File: config.mk
export PLATFORM = sky130hd
export DESIGN_NAME = ppbuf_tx
export DESIGN_NICKNAME = d
export VERILOG_FILES = /design/src/rtl/ppbuf_pkg.sv /design/src/rtl/ppbuf_store.sv /design/src/rtl/ppbuf_fill.sv /design/src/rtl/ppbuf_link.sv /design/src/rtl/ppbuf_tx.sv
export SDC_FILE = /design/constraint.sdc
export NUM_CORES = 1
export LEC_CHECK = 0
export CAP_MARGIN = 20
export CORE_ASPECT_RATIO = 1.2
export CORE_MARGIN = 2
export CORE_UTILIZATION = 40
export CTS_CLUSTER_SIZE = 10
export DETAILED_ROUTE_END_ITERATION = 8
export PLACE_DENSITY_LB_ADDON = 0.25
export SLEW_MARGIN = 20
export SYNTH_ARGS = -nofsm -noshare
export SYNTH_HDL_FRONTEND = slang
export SYNTH_SLANG_ARGS = --single-unit
File: constraint.sdc
create_clock -name clk_i -period 8.01 [get_ports clk_i]
set_input_delay 2.403 -clock clk_i [delete_from_list [all_inputs] [get_ports clk_i]]
set_output_delay 2.403 -clock clk_i [all_outputs]
set_load 0.01 [all_outputs]
File: src/rtl/ppbuf_pkg.sv
package ppbuf_pkg;
  localparam int unsigned NUM_HALVES = 2;

  typedef logic half_sel_t;

  typedef struct packed {
    logic      fire;
    half_sel_t sel;
  } release_t;
endpackage

File: src/rtl/ppbuf_store.sv
module ppbuf_store #(
  parameter int unsigned DATA_W = 8,
  parameter int unsigned DEPTH  = 64,
  localparam int unsigned AW    = $clog2(DEPTH)
) (
  input  logic              clk_i,
  input  logic              we_i,
  input  logic              wsel_i,
  input  logic [AW-1:0]     waddr_i,
  input  logic [DATA_W-1:0] wdata_i,
  input  logic              rsel_i,
  input  logic [AW-1:0]     raddr_i,
  output logic [DATA_W-1:0] rdata_o
);
  import ppbuf_pkg::*;

  logic [DATA_W-1:0] bank_rd [NUM_HALVES];

  for (genvar b = 0; b < NUM_HALVES; b++) begin : g_bank
    logic [DATA_W-1:0] mem_q [DEPTH];

    always_ff @(posedge clk_i) begin
      if (we_i && (wsel_i == 1'(b))) mem_q[waddr_i] <= wdata_i;
    end

    assign bank_rd[b] = mem_q[raddr_i];
  end

  assign rdata_o = bank_rd[rsel_i];
endmodule

File: src/rtl/ppbuf_fill.sv
module ppbuf_fill #(
  parameter int unsigned DEPTH = 64,
  localparam int unsigned AW   = $clog2(DEPTH),
  localparam int unsigned CW   = $clog2(DEPTH + 1)
) (
  input  logic                  clk_i,
  input  logic                  rst_ni,
  input  logic                  clr_i,
  input  logic                  wr_en_i,
  input  logic                  commit_i,
  input  ppbuf_pkg::release_t   rel_i,
  output logic                  mem_we_o,
  output logic                  mem_wsel_o,
  output logic [AW-1:0]         mem_waddr_o,
  output logic [1:0]            full_o,
  output logic [1:0][CW-1:0]    cnt_o,
  output logic                  ovf_o
);
  import ppbuf_pkg::*;

  half_sel_t          fill_sel_q;
  logic [1:0]         full_q;
  logic [1:0][CW-1:0] cnt_q;
  logic               ovf_q;
  logic               cur_full;
  logic [CW-1:0]      cur_cnt;
  logic               wr_ok, wr_ovf, commit_ok;

  assign cur_full  = full_q[fill_sel_q];
  assign cur_cnt   = cnt_q[fill_sel_q];
  assign wr_ok     = wr_en_i && !cur_full && (cur_cnt < CW'(DEPTH));
  assign wr_ovf    = wr_en_i && !cur_full && (cur_cnt == CW'(DEPTH));
  assign commit_ok = commit_i && !cur_full;

  for (genvar b = 0; b < NUM_HALVES; b++) begin : g_half
    always_ff @(posedge clk_i or negedge rst_ni) begin
      if (!rst_ni) begin
        full_q[b] <= 1'b0;
        cnt_q[b]  <= '0;
      end else if (clr_i) begin
        full_q[b] <= 1'b0;
        cnt_q[b]  <= '0;
      end else if (rel_i.fire && (rel_i.sel == 1'(b))) begin
        full_q[b] <= 1'b0;
        cnt_q[b]  <= '0;
      end else if (fill_sel_q == 1'(b)) begin
        if (wr_ok)     cnt_q[b]  <= cnt_q[b] + CW'(1);
        if (commit_ok) full_q[b] <= 1'b1;
      end
    end
  end

  always_ff @(posedge clk_i or negedge rst_ni) begin
    if (!rst_ni) begin
      fill_sel_q <= 1'b0;
      ovf_q      <= 1'b0;
    end else if (clr_i) begin
      fill_sel_q <= 1'b0;
      ovf_q      <= 1'b0;
    end else begin
      if (commit_ok) fill_sel_q <= ~fill_sel_q;
      if (wr_ovf)    ovf_q      <= 1'b1;
    end
  end

  assign mem_we_o    = wr_ok && !clr_i;
  assign mem_wsel_o  = fill_sel_q;
  assign mem_waddr_o = cur_cnt[AW-1:0];
  assign full_o      = full_q;
  assign cnt_o       = cnt_q;
  assign ovf_o       = ovf_q;
endmodule

File: src/rtl/ppbuf_link.sv
module ppbuf_link #(
  parameter int unsigned DEPTH = 64,
  localparam int unsigned AW   = $clog2(DEPTH),
  localparam int unsigned CW   = $clog2(DEPTH + 1)
) (
  input  logic                clk_i,
  input  logic                rst_ni,
  input  logic                clr_i,
  input  logic                rd_en_i,
  input  logic                ack_i,
  input  logic                nak_i,
  input  logic [1:0]          full_i,
  input  logic [1:0][CW-1:0]  cnt_i,
  output logic                send_sel_o,
  output logic [AW-1:0]       raddr_o,
  output logic                rd_valid_o,
  output logic [CW-1:0]       rd_len_o,
  output logic                rd_done_o,
  output ppbuf_pkg::release_t rel_o
);
  import ppbuf_pkg::*;

  half_sel_t     send_sel_q;
  logic [CW-1:0] ptr_q;
  logic          valid;
  logic [CW-1:0] len;

  assign valid = full_i[send_sel_q];
  assign len   = cnt_i[send_sel_q];

  assign rel_o.fire = valid && ack_i && !clr_i;
  assign rel_o.sel  = send_sel_q;

  always_ff @(posedge clk_i or negedge rst_ni) begin
    if (!rst_ni) begin
      send_sel_q <= 1'b0;
      ptr_q      <= '0;
    end else if (clr_i) begin
      send_sel_q <= 1'b0;
      ptr_q      <= '0;
    end else if (rel_o.fire) begin
      send_sel_q <= ~send_sel_q;
      ptr_q      <= '0;
    end else if (valid && nak_i) begin
      ptr_q <= '0;
    end else if (valid && rd_en_i && (ptr_q < len)) begin
      ptr_q <= ptr_q + CW'(1);
    end
  end

  assign send_sel_o = send_sel_q;
  assign raddr_o    = ptr_q[AW-1:0];
  assign rd_valid_o = valid;
  assign rd_len_o   = len;
  assign rd_done_o  = valid && (ptr_q == len);
endmodule

File: src/rtl/ppbuf_tx.sv
module ppbuf_tx #(
  parameter int unsigned DATA_W    = 8,
  parameter int unsigned PKT_BYTES = 64,
  localparam int unsigned AW       = $clog2(PKT_BYTES),
  localparam int unsigned CW       = $clog2(PKT_BYTES + 1)
) (
  input  logic              clk_i,
  input  logic              rst_ni,
  input  logic              clr_i,
  input  logic              wr_en_i,
  input  logic [DATA_W-1:0] wr_data_i,
  input  logic              commit_i,
  input  logic              rd_en_i,
  input  logic              ack_i,
  input  logic              nak_i,
  output logic              rd_valid_o,
  output logic [DATA_W-1:0] rd_data_o,
  output logic [CW-1:0]     rd_len_o,
  output logic              rd_done_o,
  output logic              empty_o,
  output logic              ovf_o
);
  import ppbuf_pkg::*;

  logic               mem_we, mem_wsel, send_sel;
  logic [AW-1:0]      mem_waddr, raddr;
  logic [1:0]         full;
  logic [1:0][CW-1:0] cnt;
  release_t           rel;

  ppbuf_fill #(.DEPTH(PKT_BYTES)) u_fill (
    .clk_i      (clk_i),
    .rst_ni     (rst_ni),
    .clr_i      (clr_i),
    .wr_en_i    (wr_en_i),
    .commit_i   (commit_i),
    .rel_i      (rel),
    .mem_we_o   (mem_we),
    .mem_wsel_o (mem_wsel),
    .mem_waddr_o(mem_waddr),
    .full_o     (full),
    .cnt_o      (cnt),
    .ovf_o      (ovf_o)
  );

  ppbuf_link #(.DEPTH(PKT_BYTES)) u_link (
    .clk_i     (clk_i),
    .rst_ni    (rst_ni),
    .clr_i     (clr_i),
    .rd_en_i   (rd_en_i),
    .ack_i     (ack_i),
    .nak_i     (nak_i),
    .full_i    (full),
    .cnt_i     (cnt),
    .send_sel_o(send_sel),
    .raddr_o   (raddr),
    .rd_valid_o(rd_valid_o),
    .rd_len_o  (rd_len_o),
    .rd_done_o (rd_done_o),
    .rel_o     (rel)
  );

  ppbuf_store #(.DATA_W(DATA_W), .DEPTH(PKT_BYTES)) u_store (
    .clk_i  (clk_i),
    .we_i   (mem_we),
    .wsel_i (mem_wsel),
    .waddr_i(mem_waddr),
    .wdata_i(wr_data_i),
    .rsel_i (send_sel),
    .raddr_i(raddr),
    .rdata_o(rd_data_o)
  );

  assign empty_o = ~&full;
endmodule

== Word-level counts from Yosys, hierarchy flattened ==
Memory sizes are Yosys's and may differ from the RTL's.
Index checks and enable logic that the tools add are counted.
Operators by class
  reduce and logical (&&, ||, !) cells: 32
  muxes and demuxes: 40
  $add $sub $neg: 3
  bitwise operators: 3
  eq/ne operators: 3
  order comparisons: 5
Operator list (count)
  $mux W7: 16
  $mux W8: 3
  $add A7 B1 Y7 const B: 3
  $mux W1: 21
  $logic_and A1 B1 Y1: 15
  $reduce_bool A3 Y1: 5
  $reduce_and A2 Y1: 5
  $eq A7 B7 Y1: 1
  $eq A7 B7 Y1 const B: 1
  $lt A7 B7 Y1: 1
  $lt A7 B7 Y1 const B: 1
  $reduce_bool A2 Y1: 3
  $lt A1 B2 Y1 const B: 2
  $reduce_bool A4 Y1: 1
  $logic_not A1 Y1: 3
  $ne A3 B3 Y1 const B: 1
  $ge A2 B2 Y1 const B: 1
  $not A1 Y1: 2
  $not A1 Y2: 1
Word-level totals
  register bits: 26
  input bits: 16
  bits in writable memories: 1024
  memories: 2
  output and inout bits: 19
  word-level logic and storage cells: 96
Memories
  u_store.g_bank[0].mem_q: depth 64, bits a word 8, read ports 1, clocked after memory_dff 0, write ports 1, line ppbuf_store.sv:20  | logic [DATA_W-1:0] mem_q [DEPTH];
  u_store.g_bank[1].mem_q: depth 64, bits a word 8, read ports 1, clocked after memory_dff 0, write ports 1, line ppbuf_store.sv:20

== Longest topological paths before layout ==
Gate-level depths: netlist of run 1.
  depth in word-level cells: 9
  mapped depth: 13
  depth with buffers taken out: 8

== Modules after synthesis ==
Synthesis of run 1 repeated with hierarchy kept, for this count alone.
Unflattened totals
  cell total of the unflattened synthesis: 1835
  area, all modules: 41337.1 µm²
By module, submodules not included
  ppbuf_store: area an instance 39542.9 µm², cells an instance 1634, seq. area each 30749.5 µm², times used 1
  ppbuf_fill: area an instance 1033.5 µm², cells an instance 110, seq. area each 450.4 µm², times used 1
  ppbuf_link: area an instance 757.0 µm², cells an instance 90, seq. area each 200.2 µm², times used 1
  ppbuf_tx: area an instance 3.8 µm², cells an instance 1, seq. area each 0.0 µm², times used 1

== Worst setup path before layout of run 1 ==
OpenSTA, ideal clock, no wires.
  path kind: reg2out
  start point: reg u_link.ptr_q[0]
  end point: out rd_data_o[1]
  stages on the path, launching flop included: 8
  buffers on the path: 3
  required time: 5607 ps
  slack: 3486 ps
  data arrival time: 2121 ps
  cells stage by stage: dfrtp_1 -> buf_6 -> buf_4 -> buf_2 -> mux4_2 -> mux2i_1 -> o22ai_1 -> o32a_1
On the way
  cells in the longest elaborated chain, start to end: 4
  elaborated cells on any way between the ends: 5
  those cells by class: 3 x mux; 2 x memory
Ends and longest elaborated chain
  start: declaration: line ppbuf_link.sv:24  | logic [CW-1:0] ptr_q;
  start signal: assignment: line ppbuf_link.sv:47  | ptr_q <= ptr_q + CW'(1);
  $mem_v2 Z64 W8
  $mux W8 (not written as such) * (3 in series): line ppbuf_store.sv:29  | assign rdata_o = bank_rd[rsel_i];
  end: declaration: line ppbuf_tx.sv:17  | output logic [DATA_W-1:0] rd_data_o,
Mark *: on every way between the ends. The rest lies on a longest branch, timed or not. The select of a mux whose other input is x is not followed.

== Worst setup path in the final report of run 1 ==
  start point: reg u_link.ptr_q[3]
  end point: out rd_data_o[2]
The elaborated chain is that of the path after synthesis.

==> results of run 1 <==
==> power groups by stage <==
stage | clock network [mW] | logic, mW | registers [mW]
after floorplan | 0 | 0.129 | 6.15
after global placement | 0 | 0.301 | 6.16
after global routing | 4.88 | 0.326 | 6.05
after detailed placement | 0 | 0.311 | 6.16
after CTS | 4.67 | 0.312 | 6.05
final | 4.60 | 0.309 | 6.05
==> logic make-up (layout without fill, tap and decap cells) <==
logic type      Yosys count  count (layout)  share of synthesized area [%]
simple gates            315             315                          3.343
buf+inv                 128             225                          1.783
fa+ha+maj                10              10                         0.3012
other cells               0               1                              0
flops                  1050            1050                          75.59
compound gates          240             240                          4.214
mux                     370             370                          14.56
xor+xnor                 10              10                         0.2108
==> cell usage in the layout (no fill, tap or decap), drive strengths merged, types with 18 or more instances in the layout <==
cell type	netlist	layout
a211oi	27	27
a21oi	37	37
a22o	18	18
a22oi	44	44
buf	76	45
clkbuf	41	136
clkdlybuf4s50	0	26
dfrtp	26	26
edfxtp	1024	1024
mux2i	174	174
mux4	186	186
nand2	62	62
nor2	173	173
o21ai	23	23
o221ai	19	19
==> worst register-to-register path: cells and delay by family (launching register included) <==
| kind | cells | cell delay [ps] |
|---|---|---|
| flops | 1 | 790 |
| simple gates | 5 | 2620 |
==> cell type report <==
cell class                      count  area, µm²  share of cell area [%]
Clock inverter                      7      76.32                  0.1645
Inverter                           11      41.29                 0.08898
Multi-Input combinational cell    945       9444                   20.35
Sequential cell                  1050      31410                   67.69
Clock buffer                      136       3020                   6.509
Antenna cell                        1      2.502                0.005393
Tap cell                         1375       1720                   3.708
Timing Repair Buffer               71      686.9                   1.480
==> routing by layer <==
layer  global-route usage (%)  vias up
li1                         -     8796
met1                    26.15    11145
met2                    34.11      771
met3                    3.778      156
met4                    6.573        4
met5                        0        -
==> worst paths after layout <==
check / startpoint / endpoint
worst max-delay path: u_link.ptr_q[3] / rd_data_o[2]
worst min-delay path: u_fill.cnt_o[6] / u_fill.cnt_o[6]
worst max register to register: u_fill.mem_wsel_o / u_store.g_bank[1].mem_q[42][7]
worst min register to register: u_fill.cnt_o[6] / u_fill.cnt_o[6]
max in group asynchronous: rst_ni / u_link.ptr_q[1]
min in group asynchronous: rst_ni / u_fill.mem_wsel_o
==> cells in the mapped netlist, types with 4 or more instances <==
cell,count
xor2_1,5
nand2_1,62
nand4_1,6
edfxtp_1,1024
and2_1,6
ha_1,10
xnor2_1,5
nor2b_1,6
dfrtp_1,26
buf_2,44
nor2_1,172
o221ai_1,19
o21ai_0,22
a31oi_1,5
buf_6,17
o211ai_1,5
a21o_1,5
o32a_1,7
a22o_1,18
a22oi_1,44
nor3_1,9
mux2i_1,174
inv_1,10
o22ai_1,14
mux2_2,10
a221oi_1,13
nand3_1,17
clkbuf_1,40
a21oi_1,37
o31ai_1,5
buf_1,4
nand3b_1,8
a211oi_1,27
mux4_2,185
buf_4,8
nand2b_1,8
==> state kept, by name (all words and copies together), names as in the netlist <==
name,cells
u_fill.full_o,2
u_fill.mem_wsel_o,1
u_link.send_sel_o,1
u_fill.cnt_o,14
u_link.ptr_q,7
u_fill.ovf_o,1
u_store.g_bank.mem_q,1024
==> per-stage QoR <==
stage	cells	utilization (%)	area [µm²]	power, mW	setup WS (ps)
3_3_place_gp	3451	42.04	43290	6.461	1234
6_report	3596	45.06	46400	10.96	460.5
4_1_cts	3595	45.05	46390	11.03	434.5
3_5_place_dp	3452	42.04	43300	6.472	1240
2_1_floorplan	2123	-	41540	6.283	3486
5_1_grt	3595	45.06	46400	11.26	364.8
==> flow_summary.toml, run 1 <==
[synthesis]
yosysTopAreaCell = "edfxtp_1"
synth-edff-count = 1024
ys.flop_type = "edfxtp_1"
ys_warn_count = 0
yosys.cell_types.count = 66
synth_area_um2 = 41540
synth.yosys.seq_area_share_pct = 75.59
ys_ff_latch = 1050
synth-async-reset-ratio_pct = 2.476
synth_area_leaders = "edfxtp_1, mux4_2, mux2i_1"
synth_top_area_share_pct = 74.02
syn_nets = 2149
syn-instance-count = 2123
synth.avg_cell_area_um2 = 19.57

[place]
detailed_place_hpwl_mm = 65.27
gp_congestion = 0.8312
io_buffer_count = 34

[timing]
skew_ps = 41.23
fmaxAchievable_mhz = 132.5
drv_slew = 0
max-slew-margin-rel_pct = 22.82
worst_pin_slew_ps = 1157
finalSetupViolCount = 0
tns_ps = 0
hold_viol = 0
grt_setup_unrepaired = "no"
period_share_pct = 94.25
whs_ps = 574.6
period_needed_ps = 7549

[floorplan]
die_x_um = 298.2
start_util_pct = 40.34
dieHeight_um = 357.0
io_pins = 35
core_area_um2 = 103000
dieArea_um2 = 106500
row_count = 129

[finish]
nFillCells = 8761
drive_gt1_share_pct = 17.61
nets = 2221
area_growth_pct = 11.70

[run]
cap_violations = 0

[critical_path]
cpMostUsedCell = "a211oi_1"
critPathMaxStageDelay_ps = 850
end_kind = "output pin"
startpoint_type = "flop"
crit_buf_inv = 1
path_cells = "nor2b_2 -> nand2_1 -> o221ai_1 -> a211oi_1 -> a211oi_1 -> o32a_1 -> clkdlybuf4s50_1"
cp.arrival_ps = 5150
cp_data_required_time_ps = 5610
critPathMaxFanout = 22
worst-path-stages = 7
rrSetupSlack_ps = 4190
r2r_cells = 5
slowest_stage = "nor2b_2"
cp_top_family = "compound AO/OA/AOI/OAI gates"
path_class = "flop to output pin"

[run_status]
outcome = "completed"

[cts]
cts.htree.levels = 3
cts.sinks = 1050
clk_pin_slew_ps = 60
cts_root_buf = "clkbuf_16"
cts_hold_buffers = 0
post_cts.repair.setup_buffers = 0
cts.path.max_buffers = 3
cts-resized-gates = 0
cts_tree = "done"
clk_latency_ps = 720
cts_buffers = 116

[grt]
antenna_found_initial = 3
grt_use_total_pct = 20.08
grt_start_max_net_pins = 101
grt_pass1_wl_mm = 154.5
grt_pass1_vias = 21578
grt_overflow = 0

[power_and_ir_drop]
swShare_pct = 20.33
p_seq_share_pct = 55.2
p_leak_nw = 13.89
pwr_density_cell_nw_per_um2 = 236.1
p_int_mw = 8.728
combPwrFrac_pct = 2.8
clkPwrFrac_pct = 42.0
peakVddDrop_uv = 150.6
p_sw_mw = 2.228

[detailed_routing]
met1Wirelength_mm = 43.23
wl_met2_mm = 53.76
drt-initial-drc-count = 2035
met3WireLength_mm = 6.834
post-route-drc-count = 0
finalWirelength_mm = 106.8
avgRoutedWirePerCell_um = 29.70
top_layer_used = "met5"
firstDrtPassIters = 5
drtAntennaViolNets = 0
viasPerCell = 5.804
dr_total_vias = 20872

[hold_path]
min_path_type = "flop to flop"
hold_depth = 2
(Power assumes the default switching activity.)
==> run 2: changes to the inputs <==
Settings changed: PLACE_DENSITY_LB_ADDON 0.25 to 0.2.
==> flow_summary.toml, run 2 (same netlist as run 1, synthesis figures left out) <==
[critical_path]
startpoint_type = "flop"
cp_data_required_time_ps = 5610
end_kind = "output pin"
path_class = "flop to output pin"
critPathMaxFanout = 50
cp.arrival_ps = 4770

[timing]
drv_slew = 0
tns_ps = 0
worst_pin_slew_ps = 1043
max-slew-margin-rel_pct = 30.18
fmaxAchievable_mhz = 139.4
hold_viol = 0
period_share_pct = 89.55
skew_ps = 28.72
grt_setup_unrepaired = "no"
period_needed_ps = 7173
finalSetupViolCount = 0

[cts]
cts_tree = "done"
cts.htree.levels = 3
cts.path.max_buffers = 3
cts.sinks = 1050
cts_root_buf = "clkbuf_16"
clk_pin_slew_ps = 60
post_cts.repair.setup_buffers = 0
cts_hold_buffers = 0
cts_buffers = 116
clk_latency_ps = 700
cts-resized-gates = 0

[grt]
grt_start_max_net_pins = 116
grt_use_total_pct = 20.03
grt_overflow = 0
antenna_found_initial = 1
grt_pass1_wl_mm = 154.4
grt_pass1_vias = 21650

[place]
detailed_place_hpwl_mm = 65.26
gp_congestion = 0.8057
place_area_um2 = 43400
io_buffer_count = 34
placed_cells = 3462

[detailed_routing]
finalWirelength_mm = 106.1
drtAntennaViolNets = 0
dr_total_vias = 20804
drt-initial-drc-count = 2203
post-route-drc-count = 0
viasPerCell = 5.774
firstDrtPassIters = 6
avgRoutedWirePerCell_um = 29.44

[power_and_ir_drop]
swShare_pct = 20.15
p_int_mw = 8.753
peakVddDrop_uv = 173.4
p_sw_mw = 2.209
p_seq_share_pct = 55.2
combPwrFrac_pct = 2.8
clkPwrFrac_pct = 42.0
p_leak_nw = 13.95
pwr_density_cell_nw_per_um2 = 235.7

[finish]
final_common_cell = "edfxtp_1"
nFillCells = 8838
largest_reg_flops = 1024
final_area_um2 = 46510
drive_gt1_share_pct = 17.95
fin_util_pct = 45.17
top_register = "u_store.g_bank.mem_q"
regArea_um2 = 31410
multi_input_area_um2 = 9439
final_cell_mix = "edfxtp_1, mux4_2, mux2i_1"
instances_no_fill = 3603
area_growth_pct = 11.97
antenna_cells = 0
nets = 2231

[hold_path]
min_path_type = "flop to flop"

[floorplan]
io_pins = 35
dieHeight_um = 357.0
start_util_pct = 40.34
core_area_um2 = 103000
die_x_um = 298.2
row_count = 129
dieArea_um2 = 106500

[run]
cap_violations = 0

[run_status]
outcome = "completed"
[run 2: cell count changes in the layout (fill, tap and decap cells not counted), moves of 2 or more]
| cell | delta |
|---|---|
| buf_4 | +9 |
| buf_12 | +2 |
| nor2b_1 | +2 |
| clkbuf_1 | -4 |
| nor2b_2 | -2 |
| inv_6 | -3 |
| clkinv_8 | +3 |
[run 2: final cells by class]
| class | instances | area share, % |
|---|---|---|
| multi-input cells | 945 | 20.29 |
| repair buffers | 81 | 1.697 |
| clock inverters | 9 | 0.2313 |
| clock buffers | 132 | 6.462 |
| inverters | 11 | 0.08877 |
| well taps | 1375 | 3.699 |
| flip-flops and latches | 1050 | 67.53 |
[run 2: worst max-delay path, cell delays in order, from the launching register on]
cell and delay (ps):
dfrtp_4 920, buf_12 360, buf_12 330, mux2i_1 140, a221oi_1 410, o21ai_0 180, a211oi_1 520, o32a_1 480
clkdlybuf4s50_1 620
[run 2: power by group through the flow]
stage | Combinational, mW | Clock [mW] | Sequential (mW)
after detailed placement | 0.308 | 0 | 6.16
after global placement | 0.302 | 0 | 6.16
final | 0.304 | 4.61 | 6.05
after CTS | 0.309 | 4.69 | 6.05
after floorplan | 0.129 | 0 | 6.15
after global routing | 0.324 | 4.89 | 6.05
[run 2: per-layer routing]
metal	wire length (µm)	vias to the layer above	global-route usage, %
li1	-	8828	-
met1	44450	11133	26.67
met2	52900	676	33.97
met3	5799	165	3.049
met4	2924	2	6.452
met5	13	-	0
[run 2: per-stage QoR]
stage                     hold slack [ps]  total power [mW]  setup slack (ps)
final                               523.6             10.96             837.1
after global routing                595.1             11.26             689.8
after CTS                           530.9             11.05             792.3
after detailed placement            514.4             6.470              1552
after global placement              522.5             6.463              1493
after floorplan                     508.6             6.283              3486
[run 2: final timing paths]
| kind | depth (start not counted) | from | endpoint | slack, ps |
|---|---|---|---|---|
| setup / recovery | 8 | u_link.ptr_q[1] | rd_data_o[5] | 840 |
| hold reg to reg | 2 | u_fill.ovf_o | u_fill.ovf_o | 520 |
| setup reg to reg | 5 | u_fill.mem_wsel_o | u_store.g_bank[1].mem_q[48][6] | 4280 |
| min in group asynchronous | 2 | rst_ni | u_fill.cnt_o[7] | 2090 |
| hold / removal | 2 | u_fill.ovf_o | u_fill.ovf_o | 520 |
| max in group asynchronous | 2 | rst_ni | u_link.ptr_q[1] | 5600 |
